==> config.mk <==
export PLATFORM = sky130hd
export DESIGN_NAME = cmd_serial_port
export DESIGN_NICKNAME = d
export VERILOG_FILES = /design/src/rtl/cmd_serial_port.sv
export SDC_FILE = /design/constraint.sdc
export NUM_CORES = 1
export LEC_CHECK = 0
export BUFFER_PORTS_ARGS = -buffer_cell sky130_fd_sc_hd__buf_2
export CAP_MARGIN = 10
export CORE_MARGIN = 1.5
export CORE_UTILIZATION = 45
export CTS_CLUSTER_SIZE = 28
export DETAILED_ROUTE_END_ITERATION = 8
export GPL_TIMING_DRIVEN = 0
export HOLD_SLACK_MARGIN = 0.03
export SYNTH_ARGS = -nofsm -noshare
export SYNTH_HDL_FRONTEND = slang
export SYNTH_SLANG_ARGS = --single-unit
==> constraint.sdc <==
create_clock -name clk -period 2.1 [get_ports clk]
set_clock_uncertainty 0.2 [all_clocks]
set_input_delay 0.63 -clock clk [delete_from_list [all_inputs] [get_ports clk]]
set_output_delay 0.63 -clock clk [all_outputs]
set_load 0.02 [all_outputs]
==> src/rtl/cmd_serial_port.sv <==
module cmd_serial_port #(
  parameter int AW = 24,
  parameter int BW = 16,
  parameter int HIDE_CYC = 4,
  parameter int ONES_LIMIT = 32
) (
  input  logic          clk,
  input  logic          rst_n,
  input  logic          sclk,
  input  logic          cs_n,
  input  logic          din,
  output logic          dout,
  output logic          dout_oe,
  output logic          rdy_n,
  input  logic          upd_a,
  input  logic [AW-1:0] word_a,
  input  logic          upd_b,
  input  logic [BW-1:0] word_b,
  input  logic          cal_done
);
  localparam int SW = AW;
  localparam int CW = $clog2(SW + 1);
  localparam int HW = $clog2(HIDE_CYC + 1);
  localparam int OW = $clog2(ONES_LIMIT);
  localparam logic [7:0] MODE_RST = 8'h03;

  typedef enum logic [1:0] {PH_CMD, PH_WR, PH_RD} ph_t;

  ph_t           ph;
  logic          sclk_q, ld_pend, cal_hold, rdy_a, rdy_b;
  logic [SW-1:0] sin, sout, rd_word;
  logic [CW-1:0] cnt, cmd_len;
  logic [2:0]    addr;
  logic [OW-1:0] ones;
  logic [7:0]    mode, scratch, cmd_next;
  logic [AW-1:0] dreg_a, stage_a;
  logic [BW-1:0] dreg_b, stage_b;
  logic [HW-1:0] hid_a, hid_b;

  wire rise    = sclk & ~sclk_q & ~cs_n;
  wire fall    = ~sclk & sclk_q & ~cs_n;
  wire srst    = rise & din & (ones == OW'(ONES_LIMIT - 1));
  wire wr_done = rise && ph == PH_WR && cnt == '0;
  wire rd_done = rise && ph == PH_RD && cnt == '0;

  assign cmd_next = {sin[6:0], din};
  assign dout     = sout[SW-1];
  assign dout_oe  = ~cs_n;
  assign rdy_n    = ~((rdy_a & mode[0]) | (rdy_b & mode[1]) | cal_hold);

  always_comb begin
    case (cmd_next[2:0])
      3'd4:    cmd_len = CW'(AW - 1);
      3'd5:    cmd_len = CW'(BW - 1);
      default: cmd_len = CW'(7);
    endcase
    rd_word = '0;
    case (addr)
      3'd1: rd_word[SW-1 -: 8] = {5'b0, cal_hold, rdy_b, rdy_a};
      3'd2: rd_word[SW-1 -: 8] = mode;
      3'd3: rd_word[SW-1 -: 8] = scratch;
      3'd4: rd_word[SW-1 -: AW] = dreg_a;
      3'd5: rd_word[SW-1 -: BW] = dreg_b;
      default: rd_word = '0;
    endcase
  end

  always_ff @(posedge clk or negedge rst_n) begin
    if (!rst_n) sclk_q <= 1'b1;
    else        sclk_q <= sclk;
  end

  always_ff @(posedge clk or negedge rst_n) begin
    if (!rst_n) begin
      ph <= PH_CMD; cnt <= CW'(7); sin <= '0; sout <= '0;
      addr <= '0; ld_pend <= 1'b0; ones <= '0;
    end else if (srst || cs_n) begin
      ph <= PH_CMD; cnt <= CW'(7); ld_pend <= 1'b0; ones <= '0;
    end else begin
      if (rise) begin
        ones <= din ? ones + 1'b1 : '0;
        sin  <= {sin[SW-2:0], din};
        if (cnt == '0) begin
          if (ph == PH_CMD) begin
            addr    <= cmd_next[2:0];
            cnt     <= cmd_len;
            ph      <= cmd_next[6] ? PH_RD : PH_WR;
            ld_pend <= cmd_next[6];
          end else begin
            ph  <= PH_CMD;
            cnt <= CW'(7);
          end
        end else begin
          cnt <= cnt - 1'b1;
        end
      end
      if (fall && ph == PH_RD) begin
        sout    <= ld_pend ? rd_word : {sout[SW-2:0], 1'b0};
        ld_pend <= 1'b0;
      end
    end
  end

  always_ff @(posedge clk or negedge rst_n) begin
    if (!rst_n) begin
      mode <= MODE_RST; scratch <= '0; cal_hold <= 1'b0;
      rdy_a <= 1'b0; rdy_b <= 1'b0; dreg_a <= '0; dreg_b <= '0;
      stage_a <= '0; stage_b <= '0; hid_a <= '0; hid_b <= '0;
    end else if (srst) begin
      mode <= MODE_RST; scratch <= '0; cal_hold <= 1'b0;
      rdy_a <= 1'b0; rdy_b <= 1'b0; dreg_a <= '0; dreg_b <= '0;
      stage_a <= '0; stage_b <= '0; hid_a <= '0; hid_b <= '0;
    end else begin
      if (wr_done && addr == 3'd2) begin
        mode <= cmd_next; cal_hold <= 1'b0;
      end
      if (wr_done && addr == 3'd3) scratch <= cmd_next;
      if (cal_done) cal_hold <= 1'b1;

      if (upd_a) begin
        stage_a <= word_a; hid_a <= HW'(HIDE_CYC); rdy_a <= 1'b0;
      end else if (hid_a != '0) begin
        hid_a <= hid_a - 1'b1;
        if (hid_a == HW'(1)) begin dreg_a <= stage_a; rdy_a <= 1'b1; end
      end else if (rd_done && addr == 3'd4) rdy_a <= 1'b0;

      if (upd_b) begin
        stage_b <= word_b; hid_b <= HW'(HIDE_CYC); rdy_b <= 1'b0;
      end else if (hid_b != '0) begin
        hid_b <= hid_b - 1'b1;
        if (hid_b == HW'(1)) begin dreg_b <= stage_b; rdy_b <= 1'b1; end
      end else if (rd_done && addr == 3'd5) rdy_b <= 1'b0;
    end
  end

  assert_hide_before_update_R8: assert property (@(posedge clk) disable iff (!rst_n)
    upd_a |=> !rdy_a);
  assert_ready_after_window_R8: assert property (@(posedge clk) disable iff (!rst_n)
    $rose(rdy_a) |-> $past(hid_a) == HW'(1));
  assert_select_drops_frame_R5: assert property (@(posedge clk) disable iff (!rst_n)
    cs_n |=> ph == PH_CMD);
  assert_resync_restores_R4: assert property (@(posedge clk) disable iff (!rst_n)
    srst |=> (ph == PH_CMD && mode == MODE_RST && !rdy_a && !rdy_b && !cal_hold));
  assert_cal_release_R9: assert property (@(posedge clk) disable iff (!rst_n)
    (wr_done && addr == 3'd2 && !cal_done) |=> !cal_hold);
  assert_read_clears_R7: assert property (@(posedge clk) disable iff (!rst_n)
    (rd_done && addr == 3'd4 && !upd_a && hid_a == '0) |=> !rdy_a);
endmodule

==> results of run 1 <==
[Yosys cell counts, drive strengths merged (2+ instances only)]
| cell | count | area share [%] |
|---|---|---|
| mux2i | 58 | 8.4 |
| nor4 | 2 | 0.18 |
| o21ai | 35 | 2.5 |
| nor3 | 15 | 1.1 |
| buf | 18 | 1.3 |
| a221oi | 14 | 1.8 |
| or3 | 3 | 0.27 |
| a22o | 2 | 0.25 |
| o31ai | 2 | 0.22 |
| xnor2 | 2 | 0.25 |
| nor4b | 2 | 0.47 |
| ha | 9 | 1.6 |
| a211oi | 4 | 0.43 |
| nand2b | 7 | 0.74 |
| inv | 12 | 0.65 |
| o22ai | 4 | 0.36 |
| nand4 | 2 | 0.18 |
| mux2 | 8 | 1.3 |
| nand2 | 122 | 6.6 |
| a221o | 6 | 0.86 |
| xor2 | 2 | 0.25 |
| dfrtp | 147 | 53 |
| clkbuf | 29 | 1.6 |
| dfstp | 6 | 2.3 |
| nor2 | 70 | 3.8 |
| a21oi | 59 | 4.2 |
| a2111oi | 5 | 0.90 |
| nand3 | 20 | 1.4 |
| and3 | 7 | 0.63 |
| or4b | 3 | 0.49 |
| nor2b | 4 | 0.36 |
| nor3b | 4 | 0.50 |
[where the power goes]
group / internal [mW] / total (mW) / switching (mW)
Sequential: 3.47 / 3.89 / 0.422
Combinational: 0.547 / 1.18 / 0.632
Clock: 1.71 / 2.98 / 1.27
[final cells by class]
cell class | count | share of cell area (%)
flip-flops and latches | 153 | 43.6
multi-input cells | 481 | 36.9
repair buffers | 71 | 5.88
clock buffers | 20 | 5.19
plain buffers | 43 | 3.93
well taps | 188 | 2.68
clock inverters | 12 | 1.28
inverters | 12 | 0.512
[routing by layer]
metal,vias to the layer above,GRT usage [%],wire [µm]
met5,-,0,0
met4,0,6.95,349
li1,2596,-,-
met3,30,5.44,697
met1,2760,30.8,8130
met2,113,36.3,8550
[path summary, 6_finish.rpt]
check	from	end	slack (ps)	cells past startpoint
worst max-delay path	rdy_b$_DFFE_PN0P_	rdy_n	-100	2
worst min-delay path	rst_n	sin[2]$_DFFE_PN0P_	70	1
worst max register to register	ones[1]$_DFFE_PN0P_	scratch[5]$_DFFE_PN0P_	-30	8
worst min register to register	mode[0]$_DFFE_PN1P_	mode[0]$_DFFE_PN1P_	280	2
max in group asynchronous	rst_n	mode[0]$_DFFE_PN1P_	800	2
min in group clk	sclk	sclk_q$_DFF_PN1_	160	1
[sequential cells by signal, indices dropped and copies added (netlist names), 2 cells and up]
signal   flops
mode         8
ones         5
hid_a        3
stage_a     24
stage_b     16
hid_b        3
scratch      8
sout        24
dreg_b      16
cnt          5
ph           2
dreg_a      24
sin          7
addr         3
[cell usage in the layout (no fill, tap or decap), types with 9 or more instances in the layout]
| cell type | instances |
|---|---|
| o21ai_0 | 18 |
| buf_4 | 19 |
| nor3_1 | 12 |
| clkbuf_16 | 21 |
| buf_2 | 53 |
| dfrtp_1 | 147 |
| o21ai_2 | 9 |
| a221oi_2 | 10 |
| a21oi_1 | 59 |
| nor2_1 | 68 |
| nand2_1 | 107 |
| nand3_2 | 14 |
| mux2i_1 | 58 |
| inv_1 | 10 |
[through the flow]
step	total power [mW]	TNS [ps]	hold WS [ps]
6_report	8.05	-174	68.5
5_1_grt	8.44	-830	139
4_1_cts	7.99	-99.9	120
3_5_place_dp	4.98	-69180	261
3_3_place_gp	4.90	-362730	261
2_1_floorplan	4.53	0	134
[critical path, stage by stage (launching register included)]
cell and delay (ps):
dfrtp_1 410, a221oi_2 330, buf_4 200
[what timing repair did]
action                     CTS  global route
pin swaps                    5            13
gates cloned                 1             3
hold endpoints to repair     0             0
setup endpoints to repair  122           140
hold buffers                 0             0
buffers inserted            11             5
resized for setup           64           103
[cell families (layout without fill, tap and decap cells)]
| logic type | Yosys count | count (layout) | share of synthesized area (%) |
|---|---|---|---|
| flip-flops | 153 | 153 | 55.2 |
| AND/OR/NAND/NOR | 266 | 266 | 17.4 |
| buffers and inverters | 59 | 158 | 3.51 |
| XOR/XNOR | 4 | 4 | 0.504 |
| AO/OA/AOI/OAI | 136 | 136 | 12.2 |
| multiplexers | 66 | 66 | 9.65 |
| adder cells (fa/ha/maj) | 9 | 9 | 1.62 |
==> results.json, run 1 <==
{
  "status": "complete, but fails checks",
  "violations": "setup timing",
  "place_hpwl_mm": 12.1,
  "required_ps": 1270,
  "ioPinCount": 51,
  "ys.flop_type": "dfrtp_1",
  "fp-row-count": 45,
  "core-area_mm2": 0.0151,
  "via_per_inst": 5.61,
  "multi_input_area_mm2": 0.00325,
  "fillers": 1264,
  "io_buffers": 50,
  "p_leak_nw": 4.00,
  "mappedNetlistArea_mm2": 0.00695,
  "final_nets": 836,
  "hold_class": "in2async",
  "drive_gt1_share_pct": 28.4,
  "cp-end-kind": "output port",
  "ys_seq_elements": 153,
  "grt_max_degree": 88,
  "async_flop_share_pct": 100,
  "period_needed_ps": 2200,
  "grt_pass1_vias": 5540,
  "clkTransAtPathRegs_ps": 60,
  "finalCritPeriodShare_pct": 105,
  "relSlewSlack_pct": 45.9,
  "die_h_um": 127,
  "syn_area_per_cell_um2": 10.0,
  "finalSetupViolCount": 6,
  "ir_drop_v": 0.000586,
  "grtUsageTotal_pct": 22.7,
  "cts_tree": "built",
  "clk_path_buf_depth": 2,
  "finalWorstSetupSlack_ps": -103,
  "dp_cells": 932,
  "hold_violations": 0,
  "syn_to_final_growth_pct": 26.5,
  "die-area_mm2": 0.0162,
  "cp_data_arrival_time_ps": 1370,
  "die_w_um": 127,
  "worst_slew_pin_slew_ps": 812,
  "clk_latency_ps": 430,
  "firstDrtPassIters": 5,
  "cts_root_buf": "clkbuf_16",
  "fin_util_pct": 58.1,
  "vias": 5499,
  "register_area_mm2": 0.00384,
  "antenna_found_initial": 0,
  "fmax_mhz": 454,
  "final_area_mm2": 0.00879,
  "crit_path_start_kind": "flip-flop",
  "wirelength_mm": 17.7,
  "yosysWarnings": 0,
  "crit_fanout": 2,
  "postSynthCellCount": 693,
  "path_class": "reg2out",
  "h-tree-depth": 4,
  "post_dp_cell_area_mm2": 0.00748,
  "synth_nets": 750,
  "p_per_area_mw_per_mm2": 916,
  "maxCapViolations": 0,
  "cts_buffers": 17,
  "first_iter_violations": 386,
  "drt-wirelength-per-cell_um": 18.1,
  "grt_pass1_wl_mm": 28.5,
  "synth_cell_types": 50,
  "ant_nets": 0,
  "dp_slack_ps": -821,
  "clkSinkCount": 153,
  "final_cells": 980,
  "start_util_pct": 45.9,
  "overflow": 0,
  "place.gp.congestion": 0.814,
  "num_antenna_cells": 0,
  "slew_viol_final": 0,
  "ys_seq_area_share_pct": 55.2,
  "rsz0062_at_grt": "true",
  "drc": 0,
  "synth-edff-count": 0
}
Power figures use the tool's default switching activity.
==> run 2: changes to the inputs <==
--- a/config.mk
+++ b/config.mk
@@ -13,6 +13,7 @@
 export DETAILED_ROUTE_END_ITERATION = 8
 export GPL_TIMING_DRIVEN = 0
 export HOLD_SLACK_MARGIN = 0.03
+export SKIP_CTS_REPAIR_TIMING = 1
 export SYNTH_ARGS = -nofsm -noshare
 export SYNTH_HDL_FRONTEND = slang
 export SYNTH_SLANG_ARGS = --single-unit
==> run 2 against run 1 <==
Effect of this change: the run still ends with setup timing left; final area is 0.30% higher; clock power barely moved; first-iteration DRC count is 6.7% lower; critical endpoint unchanged; highest routed layer unchanged.
==> results.json, run 2 (synthesis results as in run 1) <==
{
  "clk_path_buf_depth": 2,
  "period_needed_ps": 2220,
  "die_h_um": 127,
  "die-area_mm2": 0.0162,
  "rsz0062_at_grt": "true",
  "fin_util_pct": 58.2,
  "relSlewSlack_pct": 45.9,
  "maxCapViolations": 0,
  "finalSetupViolCount": 9,
  "vias": 5473,
  "drive_gt1_share_pct": 29.3,
  "place.gp.congestion": 0.814,
  "slew_viol_final": 0,
  "final_nets": 840,
  "clkSinkCount": 153,
  "p_per_area_mw_per_mm2": 911,
  "grt_max_degree": 88,
  "rr_worst_depth": 8,
  "p_leak_nw": 4.02,
  "finalWorstSetupSlack_ps": -118,
  "final_cells": 984,
  "num_antenna_cells": 0,
  "syn_to_final_growth_pct": 26.9,
  "tns_ps": -234,
  "grt_pass1_vias": 5424,
  "regToRegSetupSlack_ps": -40,
  "ir_drop_v": 0.000584,
  "wirelength_mm": 17.7,
  "final_area_mm2": 0.00882,
  "h-tree-depth": 4,
  "fp-row-count": 45,
  "status": "complete, but fails checks",
  "antenna_found_initial": 0,
  "finalCritPeriodShare_pct": 106,
  "crit_path_start_kind": "flip-flop",
  "required_ps": 1270,
  "r2r_end": "scratch[5]$_DFFE_PN0P_",
  "top_regs": "dreg_a (24), sout (24), stage_a (24)",
  "die_w_um": 127,
  "final_cell_mix": "147 x dfrtp_1, 107 x nand2_1, 68 x nor2_1",
  "cp_data_arrival_time_ps": 1390,
  "path_class": "reg2out",
  "clkTransAtPathRegs_ps": 60,
  "drc": 0,
  "holdWs_ps": 77.9,
  "violations": "setup timing",
  "core-area_mm2": 0.0151,
  "finalPower_mw": 8.03,
  "firstDrtPassIters": 5,
  "cts_buffers": 17,
  "start_util_pct": 45.9,
  "hold_class": "in2async",
  "worst_slew_pin_slew_ps": 811,
  "r2r-start": "ones[1]$_DFFE_PN0P_",
  "place_hpwl_mm": 12.1,
  "hold_violations": 0,
  "grt_pass1_wl_mm": 27.9,
  "via_per_inst": 5.56,
  "ant_nets": 0,
  "drt-wirelength-per-cell_um": 18.0,
  "cp-end-kind": "output port",
  "post_dp_cell_area_mm2": 0.00748,
  "first_iter_violations": 360,
  "clk_latency_ps": 420,
  "fmax_mhz": 451,
  "dp_cells": 932,
  "grtUsageTotal_pct": 22.2,
  "final_common_cell": "dfrtp_1",
  "cts_root_buf": "clkbuf_16",
  "overflow": 0,
  "cts_tree": "built",
  "io_buffers": 50,
  "ioPinCount": 51,
  "dp_slack_ps": -821,
  "crit_fanout": 3
}
## run 2: how the worst max path moves through the flow
stage | slack, ps | cells after the start | startpoint | endpoint
final | -120 | 2 | rdy_b$_DFFE_PN0P_ | rdy_n
after global routing | -130 | 2 | rdy_b$_DFFE_PN0P_ | rdy_n
after CTS | -830 | 8 | ones[0]$_DFFE_PN0P_ | stage_a[16]$_DFFE_PN0P_
after detailed placement | -820 | 8 | ones[0]$_DFFE_PN0P_ | stage_a[16]$_DFFE_PN0P_
after global placement | -1990 | 1 | rst_n | stage_a[2]$_DFFE_PN0P_
after floorplan | 0.01 | 4 | cs_n | sout[22]$_DFFE_PN0P_
## run 2: layout make-up
class	count	area [µm²]
Buffer	42	328
Clock buffer	20	457
Clock inverter	12	113
Fill cell	1278	6330
Inverter	12	45.0
Multi-Input combinational cell	481	3270
Sequential cell	153	3840
Tap cell	188	235
Timing Repair Buffer	76	538
## run 2: worst max-delay path, cell delays in order, from the launching register on
cell	delay, ps
dfrtp_1	440
a221oi_2	330
buf_4	200
## run 2: layer usage
layer  track usage [%]  wire [µm]
met2              35.1       8620
met4              6.48        295
met3              5.28        739
met5                 0          0
met1              30.6       8030
## run 2: report_power, final
part | leakage (nW) | internal, mW | switching (mW)
clock network | 0.278 | 1.71 | 1.26
registers | 1.96 | 3.47 | 0.425
logic | 1.78 | 0.540 | 0.629
total | 4.02 | 5.72 | 2.32
==> run 3: changes to the inputs <==
==> constraint.sdc (replaced) <==
create_clock -name clk -period 2.1 [get_ports clk]
set_clock_uncertainty 0.2 [all_clocks]
set_input_delay 0.42 -clock clk [delete_from_list [all_inputs] [get_ports clk]]
set_output_delay 0.42 -clock clk [all_outputs]
set_load 0.02 [all_outputs]
==> run 3 against run 2 <==
Effect of this change: the flow still finishes with violations (setup timing); sequential share of layout area grew 1.2 points; worst hold slack lost 57 ps; first-iteration DRC count unchanged; clock power is essentially flat; core utilization is 1.6 points lower; sequential power shrank 1%; non-clock buffer count down 2; via count hardly changed; final area down 2.7%; sequential cell count unchanged; critical path type is now reg2reg.
==> results.json, run 3 (synthesis results as in run 1) <==
{
  "status": "complete, but fails checks",
  "violations": "setup timing",
  "post_dp_cell_area_mm2": 0.00748,
  "fillers": 1323,
  "hold_depth": 3,
  "overflow": 0,
  "holdCritStartpoint": "cal_done",
  "cp_data_arrival_time_ps": 2180,
  "whs_endpoint": "cal_hold$_DFFE_PN0P_",
  "grt_pass1_wl_mm": 28.2,
  "wl_met3_um": 742,
  "required_ps": 2180,
  "core-area_mm2": 0.0151,
  "antenna_found_initial": 0,
  "final_nets": 838,
  "fp-row-count": 45,
  "maxCapViolations": 0,
  "hold_class": "in2reg",
  "period_needed_ps": 2100,
  "start_util_pct": 45.9,
  "drive_gt1_share_pct": 24.2,
  "num_antenna_cells": 0,
  "fmax_mhz": 475,
  "finalCritPeriodShare_pct": 100,
  "cp-end-kind": "flip-flop",
  "finalPower_mw": 7.99,
  "grt_pass1_vias": 5484,
  "cts_tree": "built",
  "die-area_mm2": 0.0162,
  "ant_nets": 0,
  "place_hpwl_mm": 12.1,
  "grtUsageTotal_pct": 22.4,
  "worst_slew_pin_slew_ps": 774,
  "vias": 5475,
  "crit_fanout": 4,
  "rr_worst_depth": 5,
  "clk_path_buf_depth": 2,
  "wirelength_mm": 17.6,
  "drc": 0,
  "final_common_cell": "dfrtp_1",
  "p_per_area_mw_per_mm2": 931,
  "clkTransAtPathRegs_ps": 70,
  "syn_to_final_growth_pct": 23.5,
  "crit_path_start_kind": "flip-flop",
  "wl_met2_mm": 8.45,
  "r2r-start": "cnt[0]$_DFFE_PN1P_",
  "die_h_um": 127,
  "r2r_end": "rdy_b$_DFFE_PN0P_",
  "cts_root_buf": "clkbuf_16",
  "finalSetupViolCount": 1,
  "crit_path_top_delay_cell": "or4b_4",
  "place.gp.congestion": 0.821,
  "ioPinCount": 51,
  "ir_drop_v": 0.000603,
  "io_buffers": 50,
  "drt-wirelength-per-cell_um": 17.9,
  "hold_violations": 0,
  "die_w_um": 127,
  "regToRegSetupSlack_ps": -4,
  "via_per_inst": 5.58,
  "rsz0062_at_grt": "true",
  "first_iter_violations": 360,
  "relSlewSlack_pct": 48.4,
  "finalWorstSetupSlack_ps": -3.53,
  "final_area_mm2": 0.00858,
  "crit_chain": "inv_1, ha_2, or4b_4, nor4_4, a2111oi_1",
  "grt_max_degree": 93,
  "cp_slowest_stage_delay_ps": 500,
  "h-tree-depth": 4,
  "cts_buffers": 17,
  "top_regs": "dreg_a (24), sout (24), stage_a (24)",
  "slew_viol_final": 0,
  "wl_met1_mm": 8.11,
  "routed.top_layer": "met4",
  "clk_latency_ps": 430,
  "firstDrtPassIters": 5,
  "p_leak_nw": 3.94,
  "clkSinkCount": 153,
  "path_class": "reg2reg",
  "final_cell_mix": "146 x dfrtp_1, 120 x nand2_1, 69 x nor2_1"
}
-- run 3: cell count changes in the layout (fill, tap and decap cells not counted), sizes merged --
cell / previous run / this run
clkinvlp: 2 / 3
clkinv: 4 / 5
buf: 98 / 97
clkbuf: 40 / 35
dlygate4sd3: 0 / 2
-- run 3: how the worst max path moves through the flow --
stage / endpoint / from / slack [ps]
floorplan: stage_a[10]$_DFFE_PN0P_ / ones[0]$_DFFE_PN0P_ / 10
global placement: stage_a[8]$_DFFE_PN0P_ / rst_n / -1780
detailed placement: stage_a[16]$_DFFE_PN0P_ / ones[0]$_DFFE_PN0P_ / -780
CTS: stage_a[16]$_DFFE_PN0P_ / ones[0]$_DFFE_PN0P_ / -800
global route: rdy_b$_DFFE_PN0P_ / cnt[0]$_DFFE_PN1P_ / -70
finish: rdy_b$_DFFE_PN0P_ / cnt[0]$_DFFE_PN1P_ / -4
-- run 3: metrics by stage --
step | util, % | setup slack (ps) | hold WS, ps | std cells | setup TNS, ps
2_1_floorplan | - | 12.3 | -75.6 | 693 | 0
3_3_place_gp | 49.1 | -1780 | 264 | 931 | -321960
3_5_place_dp | 49.4 | -780 | 247 | 932 | -58710
4_1_cts | 53.2 | -799 | -214 | 964 | -58240
5_1_grt | 56.7 | -72.7 | 38.4 | 982 | -1040
6_report | 56.7 | -3.53 | 21.1 | 982 | -3.53
-- run 3: per-layer routing --
layer,GRT usage [%],vias to the layer above
met3,4.65,21
met1,30.6,2721
met4,7.22,0
li1,-,2601
met5,0,-
met2,36.1,132
-- run 3: cell type report --
class / count / area, µm² / area share [%]
multi-input combinational: 481 / 3070 / 35.8
clock buffer: 18 / 439 / 5.12
buffer: 44 / 309 / 3.60
timing repair buffer: 72 / 502 / 5.85
tap: 188 / 235 / 2.74
inverter: 12 / 45.0 / 0.525
sequential: 153 / 3840 / 44.7
clock inverter: 14 / 140 / 1.63
-- run 3: where the power goes --
group,internal (mW),switching [mW]
combinational,0.521,0.603
clock,1.69,1.31
sequential,3.47,0.395
-- run 3: worst max-delay path: cells and delay by family, from the launching register on --
kind | cells | cell delay (ps)
buf+inv | 1 | 50
compound gates | 1 | 160
flops | 1 | 380
fa+ha+maj | 1 | 180
simple gates | 2 | 980
